### src/rtl/vit_acs_pkg.sv
package vit_acs_pkg;

  typedef enum logic {
    SEQ_IDLE = 1'b0,
    SEQ_RUN  = 1'b1
  } seq_e;

  localparam int DEF_METRIC_W = 12;
  localparam int DEF_BM_W     = 6;

endpackage

### src/rtl/acs_bf.sv
module acs_bf #(
  parameter int MW = 12,
  parameter int DW = 6
) (
  input  logic [MW-1:0] m1_i,
  input  logic [MW-1:0] m2_i,
  input  logic [DW-1:0] d_i,
  output logic [MW-1:0] surv_a_o,
  output logic [MW-1:0] surv_b_o,
  output logic          dec_a_o,
  output logic          dec_b_o
);

  logic [MW-1:0] d_ext;
  logic [MW-1:0] cand_a1, cand_a2, cand_b1, cand_b2;
  logic [MW-1:0] diff_a, diff_b;
  logic          a1_wins, b1_wins;

  always_comb begin
    d_ext   = {{(MW-DW){d_i[DW-1]}}, d_i};
    cand_a1 = m1_i + d_ext;
    cand_a2 = m2_i - d_ext;
    cand_b1 = m1_i - d_ext;
    cand_b2 = m2_i + d_ext;
    diff_a  = cand_a1 - cand_a2;
    diff_b  = cand_b1 - cand_b2;
    a1_wins = (diff_a != '0) && !diff_a[MW-1];
    b1_wins = (diff_b != '0) && !diff_b[MW-1];
    dec_a_o  = !a1_wins;
    dec_b_o  = !b1_wins;
    surv_a_o = a1_wins ? cand_a1 : cand_a2;
    surv_b_o = b1_wins ? cand_b1 : cand_b2;
  end

  // equal candidates must resolve toward the M2-based candidate
  always_comb begin
    a_r3_tie_second_a: assert (!(cand_a1 == cand_a2) || (dec_a_o && surv_a_o == cand_a2));
    a_r3_tie_second_b: assert (!(cand_b1 == cand_b2) || (dec_b_o && surv_b_o == cand_b2));
  end

endmodule

### src/rtl/acs_lanes.sv
module acs_lanes #(
  parameter int LANES = 4,
  parameter int MW    = 12,
  parameter int DW    = 6
) (
  input  logic [LANES*MW-1:0] m1_i,
  input  logic [LANES*MW-1:0] m2_i,
  input  logic [LANES*DW-1:0] d_i,
  output logic [LANES*MW-1:0] surv_a_o,
  output logic [LANES*MW-1:0] surv_b_o,
  output logic [LANES-1:0]    dec_a_o,
  output logic [LANES-1:0]    dec_b_o
);

  for (genvar l = 0; l < LANES; l++) begin : g_lane
    acs_bf #(.MW(MW), .DW(DW)) u_bf (
      .m1_i    (m1_i[l*MW +: MW]),
      .m2_i    (m2_i[l*MW +: MW]),
      .d_i     (d_i[l*DW +: DW]),
      .surv_a_o(surv_a_o[l*MW +: MW]),
      .surv_b_o(surv_b_o[l*MW +: MW]),
      .dec_a_o (dec_a_o[l]),
      .dec_b_o (dec_b_o[l])
    );
  end

endmodule

### src/rtl/metric_store.sv
module metric_store #(
  parameter int NS         = 32,
  parameter int LANES      = 4,
  parameter int MW         = 12,
  parameter int INIT_LARGE = 1024,
  localparam int AW        = $clog2(NS),
  localparam int NBF       = NS / 2,
  localparam int GROUPS    = NBF / LANES,
  localparam int GW        = (GROUPS > 1) ? $clog2(GROUPS) : 1
) (
  input  logic                clk,
  input  logic                rst_n,
  input  logic [GW-1:0]       grp_i,
  input  logic                wr_en_i,
  input  logic                flip_i,
  input  logic [LANES*MW-1:0] new_a_i,
  input  logic [LANES*MW-1:0] new_b_i,
  output logic [LANES*MW-1:0] old_a_o,
  output logic [LANES*MW-1:0] old_b_o,
  input  logic [AW-1:0]       rd_addr_i,
  output logic [MW-1:0]       rd_data_o
);

  logic [MW-1:0] bank_q [2][NS];
  logic          sel_q;
  logic          sel_d;
  logic [AW-1:0] ra_idx [LANES];
  logic [AW-1:0] rb_idx [LANES];
  logic [AW-1:0] wa_idx [LANES];
  logic [AW-1:0] wb_idx [LANES];

  always_comb begin
    for (int l = 0; l < LANES; l++) begin
      ra_idx[l] = AW'(2 * (int'(grp_i) * LANES + l));
      rb_idx[l] = AW'(2 * (int'(grp_i) * LANES + l) + 1);
      wa_idx[l] = AW'(int'(grp_i) * LANES + l);
      wb_idx[l] = AW'(int'(grp_i) * LANES + l + NBF);
      old_a_o[l*MW +: MW] = bank_q[sel_q][ra_idx[l]];
      old_b_o[l*MW +: MW] = bank_q[sel_q][rb_idx[l]];
    end
    rd_data_o = bank_q[sel_q][rd_addr_i];
    sel_d     = flip_i ? !sel_q : sel_q;
  end

  always_ff @(posedge clk or negedge rst_n) begin
    if (!rst_n) begin
      sel_q <= 1'b0;
      for (int b = 0; b < 2; b++) begin
        for (int s = 0; s < NS; s++) begin
          bank_q[b][s] <= (s == 0) ? '0 : MW'(INIT_LARGE);
        end
      end
    end else begin
      sel_q <= sel_d;
      if (wr_en_i) begin
        for (int l = 0; l < LANES; l++) begin
          bank_q[!sel_q][wa_idx[l]] <= new_a_i[l*MW +: MW];
          bank_q[!sel_q][wb_idx[l]] <= new_b_i[l*MW +: MW];
        end
      end
    end
  end

  // the end of a step always swaps the banks
  a_r8_bank_swap: assert property (@(posedge clk) disable iff (!rst_n)
    flip_i |=> (sel_q != $past(sel_q)));

  // no swap without the end of a step
  a_r8_bank_hold: assert property (@(posedge clk) disable iff (!rst_n)
    !flip_i |=> $stable(sel_q));

endmodule

### src/rtl/vit_acs_array.sv
module vit_acs_array
  import vit_acs_pkg::*;
#(
  parameter int NUM_STATES = 32,
  parameter int LANES      = 4,
  parameter int MW         = DEF_METRIC_W,
  parameter int DW         = DEF_BM_W,
  parameter int INIT_LARGE = 1024,
  localparam int NBF       = NUM_STATES / 2,
  localparam int GROUPS    = NBF / LANES,
  localparam int GW        = (GROUPS > 1) ? $clog2(GROUPS) : 1,
  localparam int AW        = $clog2(NUM_STATES)
) (
  input  logic                  clk,
  input  logic                  rst_n,
  input  logic                  start_i,
  input  logic [NBF*DW-1:0]     bm_i,
  input  logic [AW-1:0]         rd_addr_i,
  output logic [MW-1:0]         rd_data_o,
  output logic                  pm_vld_o,
  output logic [GW-1:0]         pm_grp_o,
  output logic [LANES*2*MW-1:0] pm_o,
  output logic [LANES*2-1:0]    dec_o,
  output logic                  busy_o,
  output logic                  done_o
);

  localparam logic [GW-1:0] LAST_GRP = GW'(GROUPS - 1);

  seq_e                    state_q, state_d;
  logic [GW-1:0]           grp_q, grp_d;
  logic [NBF*DW-1:0]       bm_q, bm_d;
  logic                    bm_en;
  logic                    vld_q, vld_d;
  logic [GW-1:0]           idx_q, idx_d;
  logic [LANES*2*MW-1:0]   pm_q, pm_d;
  logic [LANES*2-1:0]      dec_q, dec_d;
  logic                    done_q, done_d;
  logic                    running, last_grp;

  logic [LANES*MW-1:0]     old_a, old_b, surv_a, surv_b;
  logic [LANES*DW-1:0]     lane_d;
  logic [LANES-1:0]        dec_a, dec_b;

  assign running  = (state_q == SEQ_RUN);
  assign last_grp = running && (grp_q == LAST_GRP);

  for (genvar l = 0; l < LANES; l++) begin : g_bm
    assign lane_d[l*DW +: DW] = bm_q[(int'(grp_q) * LANES + l) * DW +: DW];
  end

  metric_store #(
    .NS(NUM_STATES), .LANES(LANES), .MW(MW), .INIT_LARGE(INIT_LARGE)
  ) u_store (
    .clk      (clk),
    .rst_n    (rst_n),
    .grp_i    (grp_q),
    .wr_en_i  (running),
    .flip_i   (last_grp),
    .new_a_i  (surv_a),
    .new_b_i  (surv_b),
    .old_a_o  (old_a),
    .old_b_o  (old_b),
    .rd_addr_i(rd_addr_i),
    .rd_data_o(rd_data_o)
  );

  acs_lanes #(.LANES(LANES), .MW(MW), .DW(DW)) u_lanes (
    .m1_i    (old_a),
    .m2_i    (old_b),
    .d_i     (lane_d),
    .surv_a_o(surv_a),
    .surv_b_o(surv_b),
    .dec_a_o (dec_a),
    .dec_b_o (dec_b)
  );

  // next-state logic
  always_comb begin
    state_d = state_q;
    grp_d   = grp_q;
    bm_d    = bm_q;
    bm_en   = 1'b0;
    if (!running) begin
      if (start_i) begin
        state_d = SEQ_RUN;
        grp_d   = '0;
        bm_d    = bm_i;
        bm_en   = 1'b1;
      end
    end else begin
      grp_d = grp_q + 1'b1;
      if (grp_q == LAST_GRP) state_d = SEQ_IDLE;
    end

    vld_d  = running;
    idx_d  = running ? grp_q : idx_q;
    done_d = last_grp;
    pm_d   = pm_q;
    dec_d  = dec_q;
    if (running) begin
      for (int l = 0; l < LANES; l++) begin
        pm_d[2*MW*l +: MW]      = surv_a[l*MW +: MW];
        pm_d[2*MW*l + MW +: MW] = surv_b[l*MW +: MW];
        dec_d[2*l]              = dec_a[l];
        dec_d[2*l+1]            = dec_b[l];
      end
    end
  end

  // registers
  always_ff @(posedge clk or negedge rst_n) begin
    if (!rst_n) begin
      state_q <= SEQ_IDLE;
      grp_q   <= '0;
      bm_q    <= '0;
      vld_q   <= 1'b0;
      idx_q   <= '0;
      pm_q    <= '0;
      dec_q   <= '0;
      done_q  <= 1'b0;
    end else begin
      state_q <= state_d;
      grp_q   <= grp_d;
      if (bm_en) bm_q <= bm_d;
      vld_q   <= vld_d;
      idx_q   <= idx_d;
      pm_q    <= pm_d;
      dec_q   <= dec_d;
      done_q  <= done_d;
    end
  end

  assign pm_vld_o = vld_q;
  assign pm_grp_o = idx_q;
  assign pm_o     = pm_q;
  assign dec_o    = dec_q;
  assign busy_o   = running;
  assign done_o   = done_q;

  // done is a single-cycle pulse
  a_r6_done_pulse: assert property (@(posedge clk) disable iff (!rst_n)
    done_o |=> !done_o);

  // done coincides with the last group on the outputs
  a_r6_done_last: assert property (@(posedge clk) disable iff (!rst_n)
    done_o |-> (pm_vld_o && pm_grp_o == LAST_GRP));

  // groups follow one another without gaps
  a_r6_group_order: assert property (@(posedge clk) disable iff (!rst_n)
    (pm_vld_o && pm_grp_o != LAST_GRP) |=> (pm_vld_o && pm_grp_o == $past(pm_grp_o) + 1'b1));

  // branch metrics are frozen while a step is in flight
  a_r7_bm_frozen: assert property (@(posedge clk) disable iff (!rst_n)
    (busy_o && !last_grp) |=> $stable(bm_q));

endmodule

### config.mk
export PLATFORM = sky130hd
export DESIGN_NAME = vit_acs_array
export DESIGN_NICKNAME = d
export VERILOG_FILES = /design/src/rtl/vit_acs_pkg.sv /design/src/rtl/acs_bf.sv /design/src/rtl/acs_lanes.sv /design/src/rtl/metric_store.sv /design/src/rtl/vit_acs_array.sv
export SDC_FILE = /design/constraint.sdc
export NUM_CORES = 2
export LEC_CHECK = 0
export BUFFER_PORTS_ARGS = -buffer_cell sky130_fd_sc_hd__buf_2
export CORE_MARGIN = 2
export CORE_UTILIZATION = 35
export DETAILED_ROUTE_END_ITERATION = 6
export GPL_ROUTABILITY_DRIVEN = 0
export PLACE_DENSITY_LB_ADDON = 0.1
export SLEW_MARGIN = 15
export SYNTH_ARGS = -nofsm -noshare
export SYNTH_HDL_FRONTEND = slang
export SYNTH_SLANG_ARGS = --single-unit
### constraint.sdc
create_clock -name clk -period 15.6 [get_ports clk]
set_input_delay 1.56 -clock clk [delete_from_list [all_inputs] [get_ports clk]]
set_output_delay 1.56 -clock clk [all_outputs]
set_load 0.005 [all_outputs]
==> After elaboration in Yosys (flattened, before gate mapping) <==
Cells that the tools add are included.
{ "word_totals": {"reg_bits": 976, "input_bits": 104, "output_inout_bits": 121, "wordCells": 295} }
{ "op_classes": {"addsub": 36, "multipliers": 4, "order_cmp": 28, "n_eq_ne": 1, "shifts": 4, "n_mux": 84, "n_bitwise": 20, "n_reduce_logical": 45} }
{ "op_table": {"columns": ["op", "count"], "rows": [
  ["$bwmux 768", 8],
  ["$mux 384", 11],
  ["$demux 384 s1", 8],
  ["$bmux 12 s5", 9],
  ["$demux 12 s5", 8],
  ["$mux 12", 34],
  ["$shiftx 96x32->6", 3],
  ["$sub 12x12->12", 16],
  ["$ge 6x6->1 const B", 17],
  ["$add 12x12->12", 8],
  ["$not 5->6", 16],
  ["$reduce_bool 12->1", 8],
  ["$shiftx 96x8->6", 1],
  ["$lt 6x1->1 const B", 8],
  ["$mul 5x2->7 const B", 3],
  ["$logic_and 1x1->1", 18],
  ["$logic_not 1->1", 17],
  ["$add 5x2->5 const B", 3],
  ["$add 5x5->5 const B", 3],
  ["$add 4x2->5 const B", 2],
  ["$not 4->6", 1],
  ["$add 4x1->5 const B", 1],
  ["$add 4x5->5 const B", 1],
  ["$add 5x1->5 const B", 1],
  ["other kinds (11)", 17]
]} }

==> Depth between registers and ports, before layout <==
{ "depth": {"ltp_word": 20, "ltp_mapped": 37, "depth_no_buf": 29} }

==> Hierarchy <==
From an unflattened synthesis, not the netlist that was laid out.
{ "hier_totals": {"cells_unflattened": 4763, "area_unflattened_um2": 62436.1} }
{ "by_module_without_submodules": {"columns": ["module", "instances", "cells_each", "area_per_inst_um2", "seq_area_each_um2"], "rows": [
  ["metric_store", 1, 2442, 40207.3, 19321.0],
  ["vit_acs_array", 1, 471, 8388.0, 5180.0],
  ["acs_bf at u_lanes.g_lane[0].u_bf ...", 2, 448, 3437.0, 0.0],
  ["acs_bf at u_lanes.g_lane[3].u_bf", 1, 480, 3485.8, 0.0],
  ["acs_bf at u_lanes.g_lane[2].u_bf", 1, 474, 3480.8, 0.0]
]} }

==> Least setup slack after synthesis <==
No wires, ideal clock.
{ "synth_path": {"kind": "flip-flop to flip-flop", "from": "reg u_store.sel_q", "to": "reg pm_q[76] (netlist: pm_o[76])", "setup_time_ps": 142, "arrival_time_ps": 8437, "required_time_ps": 15458, "setup_slack_ps": 7021, "stages_incl_launch_ff": 37, "n_path_buf": 9, "period_less_slack_ps": 8579, "cell_sequence": "dfrtp_1 -> buf_6 -> buf_1 -> clkbuf_1 -> clkbuf_1 -> buf_1 -> clkbuf_1 -> buf_1 -> mux4_2 -> nand2_1 -> nand2_1 -> ha_1 -> inv_1 -> ha_1 -> o21ai_0 -> a21oi_1 -> nor2_1 -> o21bai_1 -> a21oi_1 -> o21bai_1 -> a21oi_1 -> o21bai_1 -> a21oi_1 -> xor2_1 -> ha_1 -> inv_1 -> a31oi_1 -> nand3_1 -> a2111oi_0 -> o2111ai_1 -> a2111o_1 -> or4b_2 -> clkbuf_1 -> and2_1 -> clkbuf_1 -> mux2i_1 -> a21oi_1"} }
{ "synth_between": {"elab_chain_len": 12, "word_cells_on_any_way": 17, "cone_classes": "add/sub (3); mux (10); bitwise (1); reduce/logical (3)"} }
{ "synth_rtl": {"columns": ["item", "line", "rtl"], "rows": [
  ["start, declared", "metric_store.sv:25", "logic sel_q;"],
  ["start signal, assigned", "metric_store.sv:54", "sel_q <= sel_d;"],
  ["$not 1->2 (not written as such) *", "metric_store.sv:38, metric_store.sv:39", null],
  ["$mux 384 (not written as such) * (3 in a row)", "metric_store.sv:38, metric_store.sv:39", null],
  ["$bmux 12 s5, on equally long branches", "metric_store.sv:38, metric_store.sv:39", null],
  ["$mux 12, on equally long branches (2 in a row)", "metric_store.sv:38, metric_store.sv:39", null],
  ["$add 12x12->12 or $sub 12x12->12 (tied branches)", "acs_bf.sv:21, acs_bf.sv:22", null],
  ["$sub 12x12->12", "acs_bf.sv:25", "diff_a = cand_a1 - cand_a2;"],
  ["$reduce_bool 12->1 or $logic_not 1->1 (tied branches)", "acs_bf.sv:27", "a1_wins = (diff_a != '0) && !diff_a[MW-1];"],
  ["$logic_and 1x1->1", "acs_bf.sv:27", null],
  ["$mux 12 *", "acs_bf.sv:31", "surv_a_o = a1_wins ? cand_a1 : cand_a2;"],
  ["end signal, assigned", "vit_acs_array.sv:128", "pm_q <= pm_d;"],
  ["end, declared", "vit_acs_array.sv:36", "logic [LANES*2*MW-1:0] pm_q, pm_d;"]
]} }
Mark *: on every way between the ends. The rest lies on a longest branch, timed or not. The select of a mux whose other input is x is not followed.
A chain may end at the register's enable or synchronous reset.

==> Worst setup path after layout <==
{ "layout_path": {"from": "reg grp_q[1]", "to": "reg u_store.bank_q[343] (netlist name)"} }
{ "layout_between": {"elab_chain_len": 18, "word_cells_on_any_way": 179, "cone_classes": "add/sub (35); mul (4); order compare (16); shift (4); mux (72); bitwise (16); reduce/logical (32)"} }
{ "layout_rtl": {"columns": ["item", "line", "rtl"], "rows": [
  ["start, declared", "vit_acs_array.sv:31", "logic [GW-1:0] grp_q, grp_d;"],
  ["start signal, assigned", "vit_acs_array.sv:124", "grp_q <= grp_d;"],
  ["parallel branches: the longest is 17 deep, another holds $add 12x12->12", null, null],
  ["$bwmux 768 *", "metric_store.sv:58", "bank_q[!sel_q][wb_idx[l]] <= new_b_i[l*MW +: MW];"],
  ["end signal, assigned by index", "metric_store.sv:50", "bank_q[b][s] <= (s == 0) ? '0 : MW'(INIT_LARGE);"],
  ["end signal, assigned by index", "metric_store.sv:57", "bank_q[!sel_q][wa_idx[l]] <= new_a_i[l*MW +: MW];"],
  ["end signal, assigned by index", "metric_store.sv:58", null],
  ["end, declared", "metric_store.sv:24", "logic [MW-1:0] bank_q [2][NS];"]
]} }
Mark *: on every way between the ends. The select of a mux whose other input is x is not followed.

==> implementation parameters <==
Parameter                              Value

Status
  Outcome ... finished, violations left
  Violated checks ... design-rule violations

Placed design
  Port Buffer Count ... 224
  Detailed Place HPWL ... 159000 um

Drt
  Via-per-instance ratio ... 5.49
  Routed wire length ... 219000 um
  Number of antenna-violating nets in the routed design ... 0
  Total via count after detailed routing ... 44200
  Number of detailed-routing iterations run before antenna repair ... 7
  Drt initial violations ... 3518
  WL/cell ... 27.1 um
  Total DRC errors in the routed layout ... 2

Clock tree
  Hold buffers post-CTS ... 0
  Number of gates given a new drive strength after cts ... 0
  CTS H-tree lvls ... 3
  Clock root buffer ... sky130_fd_sc_hd__clkbuf_16
  TritonCTS clock tree ... yes
  Clock transition at the registers of the reported paths ... 0.06 ns
  Clock buffer depth ... 3
  Setup fix buffers added after clock tree synthesis ... 0
  TritonCTS Sinks ... 976
  Cts bufs inserted ... 117
  Later-pin clock latency in the skew report ... 0.76 ns

GRT
  Wire length of the first global-routing pass ... 318000 um
  Antenna violations before repair ... 15
  Total global routing overflow ... 0
  Pin count of the biggest net entering global routing ... 158
  Combined global-route utilization of all metal layers ... 25.2%
  Via count of the first global-routing pass ... 44100

Finish
  Most frequent standard cell in the layout excluding fill and tap cells ... sky130_fd_sc_hd__nand2_1
  Proportion of layout cells with a drive suffix above 1 ... 21.2%
  Leading cell types in the layout, fill and taps excluded ... 1024 x sky130_fd_sc_hd__nand2_1, 910 x sky130_fd_sc_hd__dfrtp_1, 804 x sky130_fd_sc_hd__o21ai_0, 466 x sky130_fd_sc_hd__mux4_2
  Reg area ... 24500 um^2
  Total area of multi-input combinational cells ... 32700 um^2
  Layout net count ... 6133
  Area growth from synthesis to final layout ... 12.9%
  Post-layout utilization of the core ... 39.6%
  FILL cells ... 16600

Worst hold path
  Endpoint of the worst hold path ... u_store.bank_q[718]
  Startpoint of the most critical hold path ... u_store.bank_q[718]
  WHS Path Cells ... 2
  Hold Path Class ... flop to flop

Setup path
  Worst path top cell family by delay ... compound AO/OA/AOI/OAI gates
  Required time at the worst-slack endpoint ... 16.18 ns
  Sum of buffers and inverters on the critical path ... 5
  Largest stage delay, worst path ... 0.94 ns
  Crit Reg-Reg Endpoint ... u_store.bank_q[343]
  Startpoint-to-endpoint class of the critical path ... flop to flop
  Crit Reg-Reg Startpoint ... grp_q[1]
  Slack of the worst reg-to-reg path ... 6.45 ns
  Data arrival time at the worst-slack endpoint ... 9.73 ns
  Worst path most repeated cell ... sky130_fd_sc_hd__a21oi_1
  Kind of capture point of the worst setup path ... flop
  Cell with the biggest individual delay on the critical path ... sky130_fd_sc_hd__dfrtp_4
  Startpoint class of the critical path ... flop
  Critical path fanouts, max ... 89
  Total number of cells along the worst setup path ... 30
  Cells on worst reg2reg path ... 30

Floorplan
  Ports ... 225
  Number of core rows ... 151
  Vertical die dimension ... 416 um
  Area of the core ... 169000 um^2
  Effective utilization at floorplan ... 35.1%
  Horizontal die dimension ... 416 um
  Total die area ... 173000 um^2

Timing
  Max-Slew Margin vs Limit ... 16.3%
  Transition time at the pin with the least slew margin ... 1.25 ns
  Number of slew-limit violations in the final report ... 0
  Final number of hold-violating endpoints ... 0
  Unrepaired setup endpoints after global routing ... false
  Achievable Freq ... 109 MHz
  Setup TNS Final ... 0 ns
  Fin crit share ... 58.6%
  Worst-case clock skew ... 0.0449 ns
  Final worst path period need ... 9.15 ns
  Total setup violations reported at the end of the flow ... 0

Yosys
  Gate count after technology mapping ... 5655
  Sequential-to-total area share from yosys stat ... 41.3%
  Main flop type after synthesis ... sky130_fd_sc_hd__dfrtp_1
  Post-synthesis net count ... 6047
  Synth Warn # ... 0
  Share of flip-flops with an asynchronous set or reset after synthesis ... 100%
  Register bit total from synthesis ... 976
  Average cell area after synthesis ... 10.5 um^2
  Post-synth EDFFs ... 0
  Unique masters post-synth ... 90
  Netlist area before placement ... 59300 um^2

Job
  Count of max-cap constraint violations ... 0
==> layer usage <==
| layer | part of all wire, % | GRT usage [%] | up-vias |
|---|---|---|---|
| met5 | 0.012 | 0 | - |
| met4 | 2.8 | 7.07 | 4 |
| met3 | 4.8 | 3.09 | 230 |
| met2 | 48 | 41.6 | 1075 |
| met1 | 45 | 34.8 | 22600 |
| li1 | - | - | 20300 |
==> cells in the mapped netlist (all sizes together) (9+ instances only) <==
master | n | area (um^2)
nor3 | 43 | 215
and2 | 18 | 115
inv | 267 | 1000
buf | 66 | 283
mux2 | 122 | 1390
ha | 267 | 3340
nand3 | 24 | 120
nor2b | 52 | 325
fa | 21 | 420
mux2i | 120 | 1280
xnor2 | 128 | 1120
o21a | 11 | 82.6
dfrtp | 914 | 22900
o211ai | 15 | 113
clkbuf | 290 | 1090
a21oi | 256 | 1280
a21boi | 31 | 233
nand2b | 39 | 244
nor2 | 268 | 1010
nand2 | 1029 | 3860
o21bai | 59 | 443
dfstp | 62 | 1630
a31oi | 23 | 144
xor2 | 50 | 438
a21o | 23 | 173
nor3b | 10 | 75.1
and3 | 19 | 119
o2111ai | 9 | 78.8
o31ai | 23 | 173
o21ai | 817 | 4120
mux4 | 466 | 10500
==> cell families after synthesis <==
kind of cell               synth area share (%)
and+or+nand+nor                            10.7
AOI/OAI and AO/OA                          12.5
DFF                                        41.3
adders and majority gates                  6.38
buffers and inverters                      4.01
muxes                                      22.2
xor gates and xnor gates                   2.86
==> worst max-delay path by stage <==
stage,start,endpoint,slack (ns)
2_1_floorplan,u_store.sel_q,pm_o[76],7.02
3_3_place_gp,grp_q[1],u_store.bank_q[691],6.42
3_5_place_dp,grp_q[1],u_store.bank_q[295],6.50
4_1_cts,grp_q[1],u_store.bank_q[343],6.47
5_1_grt,grp_q[1],u_store.bank_q[631],5.97
6_report,grp_q[1],u_store.bank_q[343],6.45
==> layout make-up <==
class / instances / area share [%]
Antenna cell: 10 / 0.0374
Multi-Input combinational cell: 4055 / 48.8
Inverter: 268 / 1.51
Sequential cell: 976 / 36.6
Clock inverter: 33 / 0.682
Tap cell: 2218 / 4.15
Timing Repair Buffer: 323 / 2.94
Clock buffer: 177 / 5.25
==> stage by stage <==
| stage | cell area, um^2 | worst slack [ns] | std cells | hold slack [ns] |
|---|---|---|---|---|
| floorplan | 59300 | 7.02 | 5655 | 0.430 |
| global placement | 62900 | 6.42 | 7839 | 0.473 |
| detailed placement | 62900 | 6.50 | 7839 | 0.481 |
| CTS | 66900 | 6.47 | 8049 | 0.489 |
| global route | 66900 | 5.97 | 8051 | 0.499 |
| finish | 66900 | 6.45 | 8060 | 0.488 |
==> sequential cells by signal (all words and copies together), names as in the netlist <==
name / flops
done_o: 1
pm_o: 96
dec_o: 8
grp_q: 2
u_store.sel_q: 1
pm_grp_o: 2
bm_q: 96
pm_vld_o: 1
u_store.bank_q: 768
busy_o: 1
==> worst reg2reg max path: cells and delay by family, from the launching register on <==
kind,cells,cell delay [ns]
AOI/OAI and AO/OA,12,2.43
xor gates and xnor gates,1,0.18
adders and majority gates,3,1.04
buffers and inverters,5,1.54
DFF,1,0.94
muxes,2,1.35
and+or+nand+nor,7,1.50
Power is left out: the tool's default activity adds up to more than one toggle a clock period on the data nets, which glitch-free logic cannot reach.
